File: config.mk
export PLATFORM = sky130hd
export DESIGN_NAME = md5_compress
export DESIGN_NICKNAME = d
export VERILOG_FILES = /design/src/rtl/md5_pkg.sv /design/src/rtl/md5_msg_store.sv /design/src/rtl/md5_step.sv /design/src/rtl/md5_compress.sv
export SDC_FILE = /design/constraint.sdc
export NUM_CORES = 2
export LEC_CHECK = 0
export BUFFER_PORTS_ARGS = -buffer_cell sky130_fd_sc_hd__buf_2
export CORE_ASPECT_RATIO = 1.1
export CORE_MARGIN = 4
export CORE_UTILIZATION = 60
export DETAILED_ROUTE_END_ITERATION = 8
export MAX_ROUTING_LAYER = met4
export PLACE_DENSITY_LB_ADDON = 0.05
export SYNTH_ARGS = -nofsm -noshare
export SYNTH_HDL_FRONTEND = slang
export SYNTH_SLANG_ARGS = --single-unit
File: constraint.sdc
create_clock -name clk -period 29.7 [get_ports clk]
set_input_delay 2.97 -clock clk [delete_from_list [all_inputs] [get_ports clk]]
set_output_delay 2.97 -clock clk [all_outputs]
set_load 0.005 [all_outputs]
File: src/rtl/md5_pkg.sv
`timescale 1ns/1ps
package md5_pkg;
  localparam int WORD_W  = 32;
  localparam int NWORDS  = 16;
  localparam int NSTEPS  = 64;
  localparam int STEP_W  = $clog2(NSTEPS);
  localparam int WIDX_W  = $clog2(NWORDS);

  typedef logic [WORD_W-1:0] word_t;
  typedef struct packed {
    word_t a;
    word_t b;
    word_t c;
    word_t d;
  } quad_t;

  typedef enum logic [1:0] {PH_LOAD, PH_RUN, PH_FOLD} phase_e;

  localparam quad_t SEED = '{a: 32'h67452301, b: 32'hefcdab89,
                             c: 32'h98badcfe, d: 32'h10325476};

  // additive constant per step: integer part of |sin(i+1)| * 2^32
  function automatic word_t step_const(input logic [STEP_W-1:0] i);
    case (i)
      6'd0:  step_const = 32'hd76aa478;  6'd1:  step_const = 32'he8c7b756;
      6'd2:  step_const = 32'h242070db;  6'd3:  step_const = 32'hc1bdceee;
      6'd4:  step_const = 32'hf57c0faf;  6'd5:  step_const = 32'h4787c62a;
      6'd6:  step_const = 32'ha8304613;  6'd7:  step_const = 32'hfd469501;
      6'd8:  step_const = 32'h698098d8;  6'd9:  step_const = 32'h8b44f7af;
      6'd10: step_const = 32'hffff5bb1;  6'd11: step_const = 32'h895cd7be;
      6'd12: step_const = 32'h6b901122;  6'd13: step_const = 32'hfd987193;
      6'd14: step_const = 32'ha679438e;  6'd15: step_const = 32'h49b40821;
      6'd16: step_const = 32'hf61e2562;  6'd17: step_const = 32'hc040b340;
      6'd18: step_const = 32'h265e5a51;  6'd19: step_const = 32'he9b6c7aa;
      6'd20: step_const = 32'hd62f105d;  6'd21: step_const = 32'h02441453;
      6'd22: step_const = 32'hd8a1e681;  6'd23: step_const = 32'he7d3fbc8;
      6'd24: step_const = 32'h21e1cde6;  6'd25: step_const = 32'hc33707d6;
      6'd26: step_const = 32'hf4d50d87;  6'd27: step_const = 32'h455a14ed;
      6'd28: step_const = 32'ha9e3e905;  6'd29: step_const = 32'hfcefa3f8;
      6'd30: step_const = 32'h676f02d9;  6'd31: step_const = 32'h8d2a4c8a;
      6'd32: step_const = 32'hfffa3942;  6'd33: step_const = 32'h8771f681;
      6'd34: step_const = 32'h6d9d6122;  6'd35: step_const = 32'hfde5380c;
      6'd36: step_const = 32'ha4beea44;  6'd37: step_const = 32'h4bdecfa9;
      6'd38: step_const = 32'hf6bb4b60;  6'd39: step_const = 32'hbebfbc70;
      6'd40: step_const = 32'h289b7ec6;  6'd41: step_const = 32'heaa127fa;
      6'd42: step_const = 32'hd4ef3085;  6'd43: step_const = 32'h04881d05;
      6'd44: step_const = 32'hd9d4d039;  6'd45: step_const = 32'he6db99e5;
      6'd46: step_const = 32'h1fa27cf8;  6'd47: step_const = 32'hc4ac5665;
      6'd48: step_const = 32'hf4292244;  6'd49: step_const = 32'h432aff97;
      6'd50: step_const = 32'hab9423a7;  6'd51: step_const = 32'hfc93a039;
      6'd52: step_const = 32'h655b59c3;  6'd53: step_const = 32'h8f0ccc92;
      6'd54: step_const = 32'hffeff47d;  6'd55: step_const = 32'h85845dd1;
      6'd56: step_const = 32'h6fa87e4f;  6'd57: step_const = 32'hfe2ce6e0;
      6'd58: step_const = 32'ha3014314;  6'd59: step_const = 32'h4e0811a1;
      6'd60: step_const = 32'hf7537e82;  6'd61: step_const = 32'hbd3af235;
      6'd62: step_const = 32'h2ad7d2bb;  default: step_const = 32'heb86d391;
    endcase
  endfunction

  // left-rotate amount: depends on the round and on the step within a group of four
  function automatic logic [4:0] rot_amt(input logic [STEP_W-1:0] i);
    case ({i[5:4], i[1:0]})
      4'h0: rot_amt = 5'd7;   4'h1: rot_amt = 5'd12;
      4'h2: rot_amt = 5'd17;  4'h3: rot_amt = 5'd22;
      4'h4: rot_amt = 5'd5;   4'h5: rot_amt = 5'd9;
      4'h6: rot_amt = 5'd14;  4'h7: rot_amt = 5'd20;
      4'h8: rot_amt = 5'd4;   4'h9: rot_amt = 5'd11;
      4'hA: rot_amt = 5'd16;  4'hB: rot_amt = 5'd23;
      4'hC: rot_amt = 5'd6;   4'hD: rot_amt = 5'd10;
      4'hE: rot_amt = 5'd15;  default: rot_amt = 5'd21;
    endcase
  endfunction

  // message word used by a step; arithmetic wraps modulo 16
  function automatic logic [WIDX_W-1:0] word_sel(input logic [STEP_W-1:0] i);
    logic [WIDX_W-1:0] j;
    j = i[WIDX_W-1:0];
    case (i[5:4])
      2'd0:    word_sel = j;
      2'd1:    word_sel = j * 4'd5 + 4'd1;
      2'd2:    word_sel = j * 4'd3 + 4'd5;
      default: word_sel = j * 4'd7;
    endcase
  endfunction
endpackage

File: src/rtl/md5_msg_store.sv
`timescale 1ns/1ps
module md5_msg_store #(
  parameter int DEPTH = 16,
  parameter int W     = 32,
  localparam int AW   = $clog2(DEPTH)
) (
  input  logic          clk,
  input  logic          rst_n,
  input  logic          en,
  input  logic          we,
  input  logic [AW-1:0] waddr,
  input  logic [W-1:0]  wdata,
  input  logic [AW-1:0] raddr,
  output logic [W-1:0]  rdata
);
  logic [W-1:0] mem_q [DEPTH];

  for (genvar g = 0; g < DEPTH; g++) begin : g_word
    always_ff @(posedge clk or negedge rst_n) begin
      if (!rst_n)                        mem_q[g] <= '0;
      else if (en && we && waddr == g)   mem_q[g] <= wdata;
    end
  end

  assign rdata = mem_q[raddr];
endmodule

File: src/rtl/md5_step.sv
`timescale 1ns/1ps
module md5_step
  import md5_pkg::*;
(
  input  quad_t             cur,
  input  word_t             msg,
  input  logic [STEP_W-1:0] idx,
  output quad_t             nxt
);
  word_t       fmix, sum;
  logic [4:0]  sh;
  logic [2*WORD_W-1:0] dbl;

  always_comb begin
    case (idx[5:4])
      2'd0:    fmix = (cur.b & cur.c) | (~cur.b & cur.d);
      2'd1:    fmix = (cur.d & cur.b) | (~cur.d & cur.c);
      2'd2:    fmix = cur.b ^ cur.c ^ cur.d;
      default: fmix = cur.c ^ (cur.b | ~cur.d);
    endcase
    sum = cur.a + fmix + step_const(idx) + msg;
    sh  = rot_amt(idx);
    dbl = {sum, sum} << sh;
    nxt.a = cur.d;
    nxt.b = cur.b + dbl[2*WORD_W-1:WORD_W];
    nxt.c = cur.b;
    nxt.d = cur.c;
  end
endmodule

File: src/rtl/md5_compress.sv
`timescale 1ns/1ps
module md5_compress
  import md5_pkg::*;
#(
  parameter int SYNC_STAGES = 2
) (
  input  logic        clk,
  input  logic        rst_n,
  input  logic        en,
  input  logic        init,
  input  logic        ack,
  input  logic [31:0] word_in,
  input  logic        last_blk,
  output logic        req,
  output logic        ready,
  output logic [31:0] dig_a,
  output logic [31:0] dig_b,
  output logic [31:0] dig_c,
  output logic [31:0] dig_d
);
  localparam logic [STEP_W-1:0] LAST_LOAD = STEP_W'(NWORDS - 1);
  localparam logic [STEP_W-1:0] LAST_STEP = STEP_W'(NSTEPS - 1);

  // reset: asserted asynchronously, released on a clock edge
  logic [SYNC_STAGES-1:0] rsync_q;
  logic                   rst_i;
  always_ff @(posedge clk or negedge rst_n) begin
    if (!rst_n) rsync_q <= '0;
    else        rsync_q <= {rsync_q[SYNC_STAGES-2:0], 1'b1};
  end
  assign rst_i = rsync_q[SYNC_STAGES-1];

  phase_e            phase_q, phase_d;
  logic [STEP_W-1:0] step_q, step_d;
  quad_t             chain_q, chain_d, work_q, work_d, step_out;
  logic              fin_q, fin_d, ready_q, ready_d;
  logic              capture;
  word_t             stored, step_msg;

  assign capture  = (phase_q == PH_LOAD) && ack && !init;
  assign step_msg = (phase_q == PH_LOAD) ? word_in : stored;

  md5_msg_store #(.DEPTH(NWORDS), .W(WORD_W)) u_store (
    .clk   (clk),
    .rst_n (rst_i),
    .en    (en),
    .we    (capture),
    .waddr (step_q[WIDX_W-1:0]),
    .wdata (word_in),
    .raddr (word_sel(step_q)),
    .rdata (stored)
  );

  md5_step u_step (
    .cur (work_q),
    .msg (step_msg),
    .idx (step_q),
    .nxt (step_out)
  );

  always_comb begin
    phase_d = phase_q;
    step_d  = step_q;
    chain_d = chain_q;
    work_d  = work_q;
    fin_d   = fin_q;
    ready_d = ready_q;
    if (init) begin
      phase_d = PH_LOAD;
      step_d  = '0;
      chain_d = SEED;
      work_d  = SEED;
      fin_d   = 1'b0;
      ready_d = 1'b0;
    end else begin
      case (phase_q)
        PH_LOAD: if (ack) begin
          work_d = step_out;
          step_d = step_q + 1'b1;
          if (step_q == LAST_LOAD) begin
            phase_d = PH_RUN;
            fin_d   = last_blk;
          end
        end
        PH_RUN: begin
          work_d = step_out;
          step_d = step_q + 1'b1;
          if (step_q == LAST_STEP) phase_d = PH_FOLD;
        end
        PH_FOLD: begin
          chain_d.a = chain_q.a + work_q.a;
          chain_d.b = chain_q.b + work_q.b;
          chain_d.c = chain_q.c + work_q.c;
          chain_d.d = chain_q.d + work_q.d;
          work_d    = chain_d;
          step_d    = '0;
          phase_d   = PH_LOAD;
          ready_d   = ready_q | fin_q;
        end
        default: phase_d = PH_LOAD;
      endcase
    end
  end

  always_ff @(posedge clk or negedge rst_i) begin
    if (!rst_i) begin
      phase_q <= PH_LOAD;
      step_q  <= '0;
      chain_q <= '0;
      work_q  <= '0;
      fin_q   <= 1'b0;
      ready_q <= 1'b0;
    end else if (en) begin
      phase_q <= phase_d;
      step_q  <= step_d;
      chain_q <= chain_d;
      work_q  <= work_d;
      fin_q   <= fin_d;
      ready_q <= ready_d;
    end
  end

  assign req   = (phase_q == PH_LOAD);
  assign ready = ready_q;
  assign dig_a = chain_q.a;
  assign dig_b = chain_q.b;
  assign dig_c = chain_q.c;
  assign dig_d = chain_q.d;
endmodule

== Word-level counts from Yosys, hierarchy flattened ==
Memory sizes are Yosys's and may differ from the RTL's.
Cells that the tools add are included.

* Bits of input ports: 38
* Output and inout port bits: 130
* Memory bits (read-only): 2128
* Memories kept: 2
* Logic and storage cells: 142
* Register bits after elaboration: 780

{| class="wikitable"
|+ Memory list
! memory !! words !! width !! rd ports !! clocked after memory_dff !! wr ports !! RTL line !! RTL
|-
| (name not given) || 64 || 32 || 1 || 0 || 0 || md5_pkg.sv:24 || <nowiki>case (i)</nowiki>
|-
| (name not given) || 16 || 5 || 1 || 0 || 0 || md5_pkg.sv:62 || <nowiki>case ({i[5:4], i[1:0]})</nowiki>
|}

* $lt $le $gt $ge: 1
* Multiply operators: 3
* Shifts and indexed selects: 1
* Reduce and logical (&&, ||, !) cells: 32
* Multiplexer cells: 25
* Add/sub/neg operators: 11
* Equal/unequal tests: 24
* Bitwise gates (word level): 14

{| class="wikitable"
|+ Operators by type and width
! operator !! number
|-
| two-way mux 128 bit || 4
|-
| case mux 128 bit (3 select lines) || 1
|-
| adder 32 bit || 8
|-
| bitwise AND 32 bit || 4
|-
| binary-select mux 32 bit (select 4 bit) || 1
|-
| two-way mux 32 bit || 3
|-
| OR 32 bit || 3
|-
| case mux 32 bit (3 select lines) || 1
|-
| XOR 32 bit || 3
|-
| NOT 32 bit || 2
|-
| << shifter 64 x 5 -> 64 bit || 1
|-
| == test 4 bit (second input constant) || 8
|-
| logical AND 1 bit || 19
|-
| case mux 6 bit (3 select lines) || 1
|-
| == test 4 x 3 -> 1 bit (second input constant) || 4
|-
| two-way mux 6 bit || 2
|-
| case mux 4 bit (3 select lines) || 1
|-
| == test 4 x 2 -> 1 bit (second input constant) || 2
|-
| multiplier 4 x 3 -> 4 bit (second input constant) || 2
|-
| two-way mux 2 bit || 4
|-
| AND reduction 4 bit || 2
|-
| nonzero test 2 bit || 4
|-
| adder 6 x 1 -> 6 bit (second input constant) || 1
|-
| == test 6 x 4 -> 1 bit (second input constant) || 1
|-
| other kinds (20) || 29
|}

== Logic depth before layout (Yosys ltp) ==
* Depth after elaboration: 14
* Depth in mapped cells: 49
* Gate-level depth less buffers: 45

== Cells and area by module ==
A second synthesis with hierarchy kept.

* Cells, all modules: 5327
* Area, all modules: 53909.2 um2

{| class="wikitable"
|+ By module, submodules not included
! module !! instances !! cells each !! area an instance (um2) !! sequential area each (um2)
|-
| md5_msg_store || 1 || 1404 || 22868.2 || 12812.3
|-
| md5_compress || 1 || 1993 || 17852.1 || 6706.4
|-
| md5_step || 1 || 1930 || 13188.9 || 0.0
|}

== Worst setup path after synthesis ==
No wires, ideal clock.

* Kind: register -> register
* Start point: reg step_q[1]
* End point: reg work_q[90] in the netlist's numbering
* Arrival time: 10831 ps
* Clock period less this slack: 10908 ps
* Path buffers: 7
* Stages on the path, launching flop included: 48
* Setup time: 77 ps
* Setup slack: 18792 ps
* Data required time: 29623 ps
* Cell sequence: dfrtp_1 > clkbuf_1 > inv_1 > clkbuf_1 > ha_1 > buf_2 > o22ai_1 > o2bb2ai_1 > buf_2 > buf_1 > buf_1 > mux4_2 > nor2_1 > nor2_1 > o21ai_0 > o21ai_0 > fa_1 > inv_1 > [... 12 more ...] > mux2_2 > nor2_1 > a21o_1 > nor2_1 > o22ai_1 > ha_1 > fa_1 > a21o_1 > a21o_1 > a2111oi_0 > o21a_1 > a211oi_1 > o31ai_1 > nor2b_1 > o21a_1 > o21a_1 > or3_1 > a21oi_1

* Longest elaborated chain between the ends: 14
* Elaborated cells between the ends (all ways): 20
* Those cells by class: add/sub: 5; mul: 3; shift: 1; mux: 8; bitwise: 1; memory: 2

{| class="wikitable"
|+ RTL lines
! item !! RTL line !! RTL
|-
| start, declared || md5_compress.sv:34 || <nowiki>logic [STEP_W-1:0] step_q, step_d;</nowiki>
|-
| start signal, assigned || md5_compress.sv:115 || <nowiki>step_q <= step_d;</nowiki>
|-
| multiplier 4 x 2 -> 4 bit or multiplier 4 x 3 -> 4 bit (tied branches) || md5_pkg.sv:81, md5_pkg.sv:80 ||
|-
| adder 4 x 3 -> 4 bit or adder 4 x 1 -> 4 bit (tied branches) || md5_pkg.sv:81, md5_pkg.sv:80 ||
|-
| case mux 4 bit (3 select lines) || md5_pkg.sv:78 || <nowiki>case (i[5:4])</nowiki>
|-
| NOT 4 -> 5 bit (not written as such) || md5_msg_store.sv:25 || <nowiki>assign rdata = mem_q[raddr];</nowiki>
|-
| binary-select mux 32 bit (select 4 bit) || md5_msg_store.sv:25 ||
|-
| two-way mux 32 bit (not written as such) (2 in series) || md5_msg_store.sv:25 ||
|-
| two-way mux 32 bit || md5_compress.sv:41 || <nowiki>assign step_msg = (phase_q == PH_LOAD) ? word_in : stored;</nowiki>
|-
| adder 32 bit || md5_step.sv:21 || <nowiki>sum = cur.a + fmix + step_const(idx) + msg;</nowiki>
|-
| << shifter 64 x 5 -> 64 bit (*) || md5_step.sv:23 || <nowiki>dbl = {sum, sum} << sh;</nowiki>
|-
| adder 32 bit (*) || md5_step.sv:25 || <nowiki>nxt.b = cur.b + dbl[2*WORD_W-1:WORD_W];</nowiki>
|-
| two-way mux 128 bit || md5_compress.sv:77 || <nowiki>PH_LOAD: if (ack) begin</nowiki>
|-
| case mux 128 bit (3 select lines) (*) || md5_compress.sv:76 || <nowiki>case (phase_q)</nowiki>
|-
| two-way mux 128 bit (*) || md5_compress.sv:68 || <nowiki>if (init) begin</nowiki>
|-
| end signal, assigned || md5_compress.sv:117 || <nowiki>work_q <= work_d;</nowiki>
|-
| end, declared || md5_compress.sv:35 || <nowiki>quad_t chain_q, chain_d, work_q, work_d, step_out;</nowiki>
|}

Every way passes the cells marked *; elsewhere a longest branch is shown, timed or not. The select of a mux whose other input is x is not followed.
A chain may end at the register's enable or synchronous reset.

== Worst setup path in the final report ==
* Start point: reg step_q[0]
* End point: reg work_q[95] in the netlist's numbering

The elaborated chain is that of the path after synthesis.

==> flow_metrics.env <==
export IMPL_place_hpwl_um=126000
export IMPL_period_minus_slack_ns=14.08
export IMPL_ir_drop_mv=0.0939
export IMPL_path_common_cell="a21oi_1"
export IMPL_core_region_area_um2=86200
export IMPL_fmax_ghz=0.0710
export IMPL_wirelength_um=183000
export IMPL_post_cts_resized=0
export IMPL_clockBufferDepth=3
export IMPL_numClockSinks=780
export IMPL_grt_pass1_wl_um=273000
export IMPL_ys_seq_area_frac=0.375
export IMPL_start_kind="register"
export IMPL_drc_errors=0
export IMPL_synth_edff_count=0
export IMPL_synthAdderAreaFrac=0.0819
export IMPL_tightest_slew_ns=1.42
export IMPL_syn_avg_cell_area_um2=9.99
export IMPL_setup_violations=0
export IMPL_critical_path_startpoint="step_q[0]"
export IMPL_syn_to_final_growth_pct=9.52
export IMPL_cts_root_buffer="clkbuf_16"
export IMPL_syn_cell_area_um2=52000
export IMPL_ant_nets=0
export IMPL_cts_tree="yes"
export IMPL_die_w_um=289
export IMPL_drv_cap=0
export IMPL_stdcell_area_um2=57000
export IMPL_synthCells=5207
export IMPL_grt_usage=0.410
export IMPL_critPathMaxFanout=42
export IMPL_ys_ff_latch=780
export IMPL_regArea_um2=19500
export IMPL_powerDensity_nw_per_um2=117
export IMPL_power_uw=6690
export IMPL_path_clk_slew_ns=0.07
export IMPL_grt_max_degree=168
export IMPL_synth_simple_area_share=0.102
export IMPL_fin_nets=5548
export IMPL_grt_pass1_vias=42400
export IMPL_outcome="finished, final reports clean"
export IMPL_drive_above_1_share=0.218
export IMPL_dpl_cell_area_um2=53900
export IMPL_place_ws_ns=15.79
export IMPL_p_leak_uw=0.0258
export IMPL_hold_class="reg -> reg"
export IMPL_cts_max_level=3
export IMPL_die_h_um=317
export IMPL_cp_end_kind="register"
export IMPL_cts_hold_buf=0
export IMPL_syn_nets=5543
export IMPL_multi_input_area_um2=30700
export IMPL_initialDrtViolationCount=4217
export IMPL_final_common_cell="dfrtp_1"
export IMPL_muxShareOfSynthArea=0.193
export IMPL_final_cells=6437
export IMPL_cp_arrival_ns=14.64
export IMPL_critPathSlowestCell="ha_1"
export IMPL_numCtsBuffers=85
export IMPL_rsz0062_at_grt="false"
export IMPL_gp_congestion=1.06
export IMPL_relSlewSlack=0.0529
export IMPL_clk_latency_ns=0.69
export IMPL_portBuffers=167
export IMPL_regToRegSetupSlack_ns=15.62
export IMPL_synth_cell_type_count=88
export IMPL_synthXorXnorAreaFrac=0.0348
export IMPL_rows=113
export IMPL_final_max_slew_violation_count=0
export IMPL_routed_via_count=43000
export IMPL_vias_per_cell=6.67
export IMPL_grt_overflow=0
export IMPL_antenna_found_initial=9
export IMPL_min_path_cells=0
export IMPL_synth_flop_cell="dfrtp_1"
export IMPL_min_from="rsync_q[0]"
export IMPL_synth_compound_area_frac=0.174
export IMPL_skew_ns=0.0436
export IMPL_async_flop_share=1.00
export IMPL_fin_ws_ns=15.62
export IMPL_fillers=6904
export IMPL_hold_viol_final=0
export IMPL_critPathMaxStageDelay_ns=0.93
export IMPL_synth_top_family_by_area="multiplexers"
export IMPL_ios=168
export IMPL_worst_r2r_path_depth=45
export IMPL_period_share=0.474
export IMPL_setup_worst_path_class="reg -> reg"
export IMPL_post_cts_buffers=0
export IMPL_r2r_start="step_q[0]"
export IMPL_initial_utilization=0.603
export IMPL_timing_setup_tns_ns=0
export IMPL_required_ns=30.26
export IMPL_drt_first_pass_iters=9
export IMPL_die_area_um2=91500
export IMPL_layout_common_cells="775 x dfrtp_1, 529 x mux2_2, 449 x nand2_1"
export IMPL_ys_warn_count=0
export IMPL_routedWlPerCell_um=28.5
export IMPL_place_inst=6275
[layout make-up]
class                           instances  share of cell area
Inverter                              181              0.0119
Antenna cell                            7            0.000307
Clock inverter                         38              0.0112
Multi-Input combinational cell       3903               0.538
Sequential cell                       780               0.343
Timing Repair Buffer                  261              0.0280
Tap cell                             1150              0.0252
Clock buffer                          117              0.0422
[through the flow]
step | hold WS (ns) | util
detailed placement | 0.336 | 0.625
finish | 0.360 | 0.661
floorplan | 0.331 | -
global route | 0.379 | 0.661
global placement | 0.344 | 0.625
CTS | 0.362 | 0.661
[Yosys cell counts, types with 11 or more instances]
master,number,area share
and2_1,31,0.0037
fa_1,71,0.027
a21oi_1,357,0.034
mux2i_1,116,0.022
nor2_1,361,0.026
or2_2,37,0.0044
o211ai_1,105,0.015
nor2b_1,25,0.0030
mux4_2,131,0.057
o21a_1,38,0.0055
nand3_1,104,0.010
a21o_1,85,0.012
nand2b_1,35,0.0042
o311ai_0,11,0.0019
a311oi_1,21,0.0035
nor3_1,60,0.0058
o31ai_1,28,0.0040
mux2_2,529,0.11
a22o_1,51,0.0086
or3_1,22,0.0026
and3_1,17,0.0020
o221ai_1,16,0.0027
o21bai_1,20,0.0029
o21ai_1,11,0.0011
o21ai_0,366,0.035
o22a_1,56,0.0094
buf_1,105,0.0076
nand2_1,466,0.034
inv_1,176,0.013
nand4_1,16,0.0019
a31oi_1,51,0.0061
a221oi_1,13,0.0022
a211oi_1,51,0.0074
dfrtp_1,780,0.38
clkbuf_1,227,0.016
xnor2_1,142,0.024
xor2_1,63,0.011
ha_1,227,0.055
a22oi_1,11,0.0016
o22ai_1,30,0.0036
[sequential cells by signal, indices dropped and copies added (netlist names)]
register / count
ready: 1
phase_q: 2
dig_b: 32
dig_c: 32
step_q: 6
dig_d: 32
u_store.mem_q: 512
dig_a: 32
fin_q: 1
rsync_q: 2
work_q: 128
[critical path: cells and delay by family (launching register included)]
| kind | cells | cell delay, ns |
|---|---|---|
| AOI/OAI and AO/OA | 25 | 6.35 |
| adders and majority gates | 6 | 2.92 |
| buffers and inverters | 7 | 2.61 |
| muxes | 2 | 0.85 |
| and+or+nand+nor | 3 | 0.45 |
| DFF | 1 | 0.33 |
| xor gates and xnor gates | 2 | 0.25 |
[power by group]
part           leakage [uW]  total, uW  switching, uW  internal [uW]
Clock               0.00147       1150            478            672
Combinational        0.0143       4160           2530           1630
Sequential           0.0100       1380            168           1220
[logic make-up after synthesis]
kind of cell / Yosys count
compound gates: 1418
other cells: 1
mux: 776
simple gates: 1204
fa+ha+maj: 298
buf+inv: 524
flops: 780
xor+xnor: 206
[layer usage]
metal	up-vias	wire, um	track usage
li1	19100	-	-
met1	21400	68700	0.488
met2	1844	84200	0.636
met3	645	15000	0.0833
met4	0	15500	0.273
met5	-	0	-
[path summary, 6_finish.rpt]
path | endpoint
hold / removal | rsync_q[1]
max in group asynchronous | u_store.mem_q[30]
setup reg to reg | work_q[95]
min in group asynchronous | u_store.mem_q[356]
setup / recovery | work_q[95]
hold reg to reg | rsync_q[1]
No activity file was read; power rests on OpenSTA's default activity.
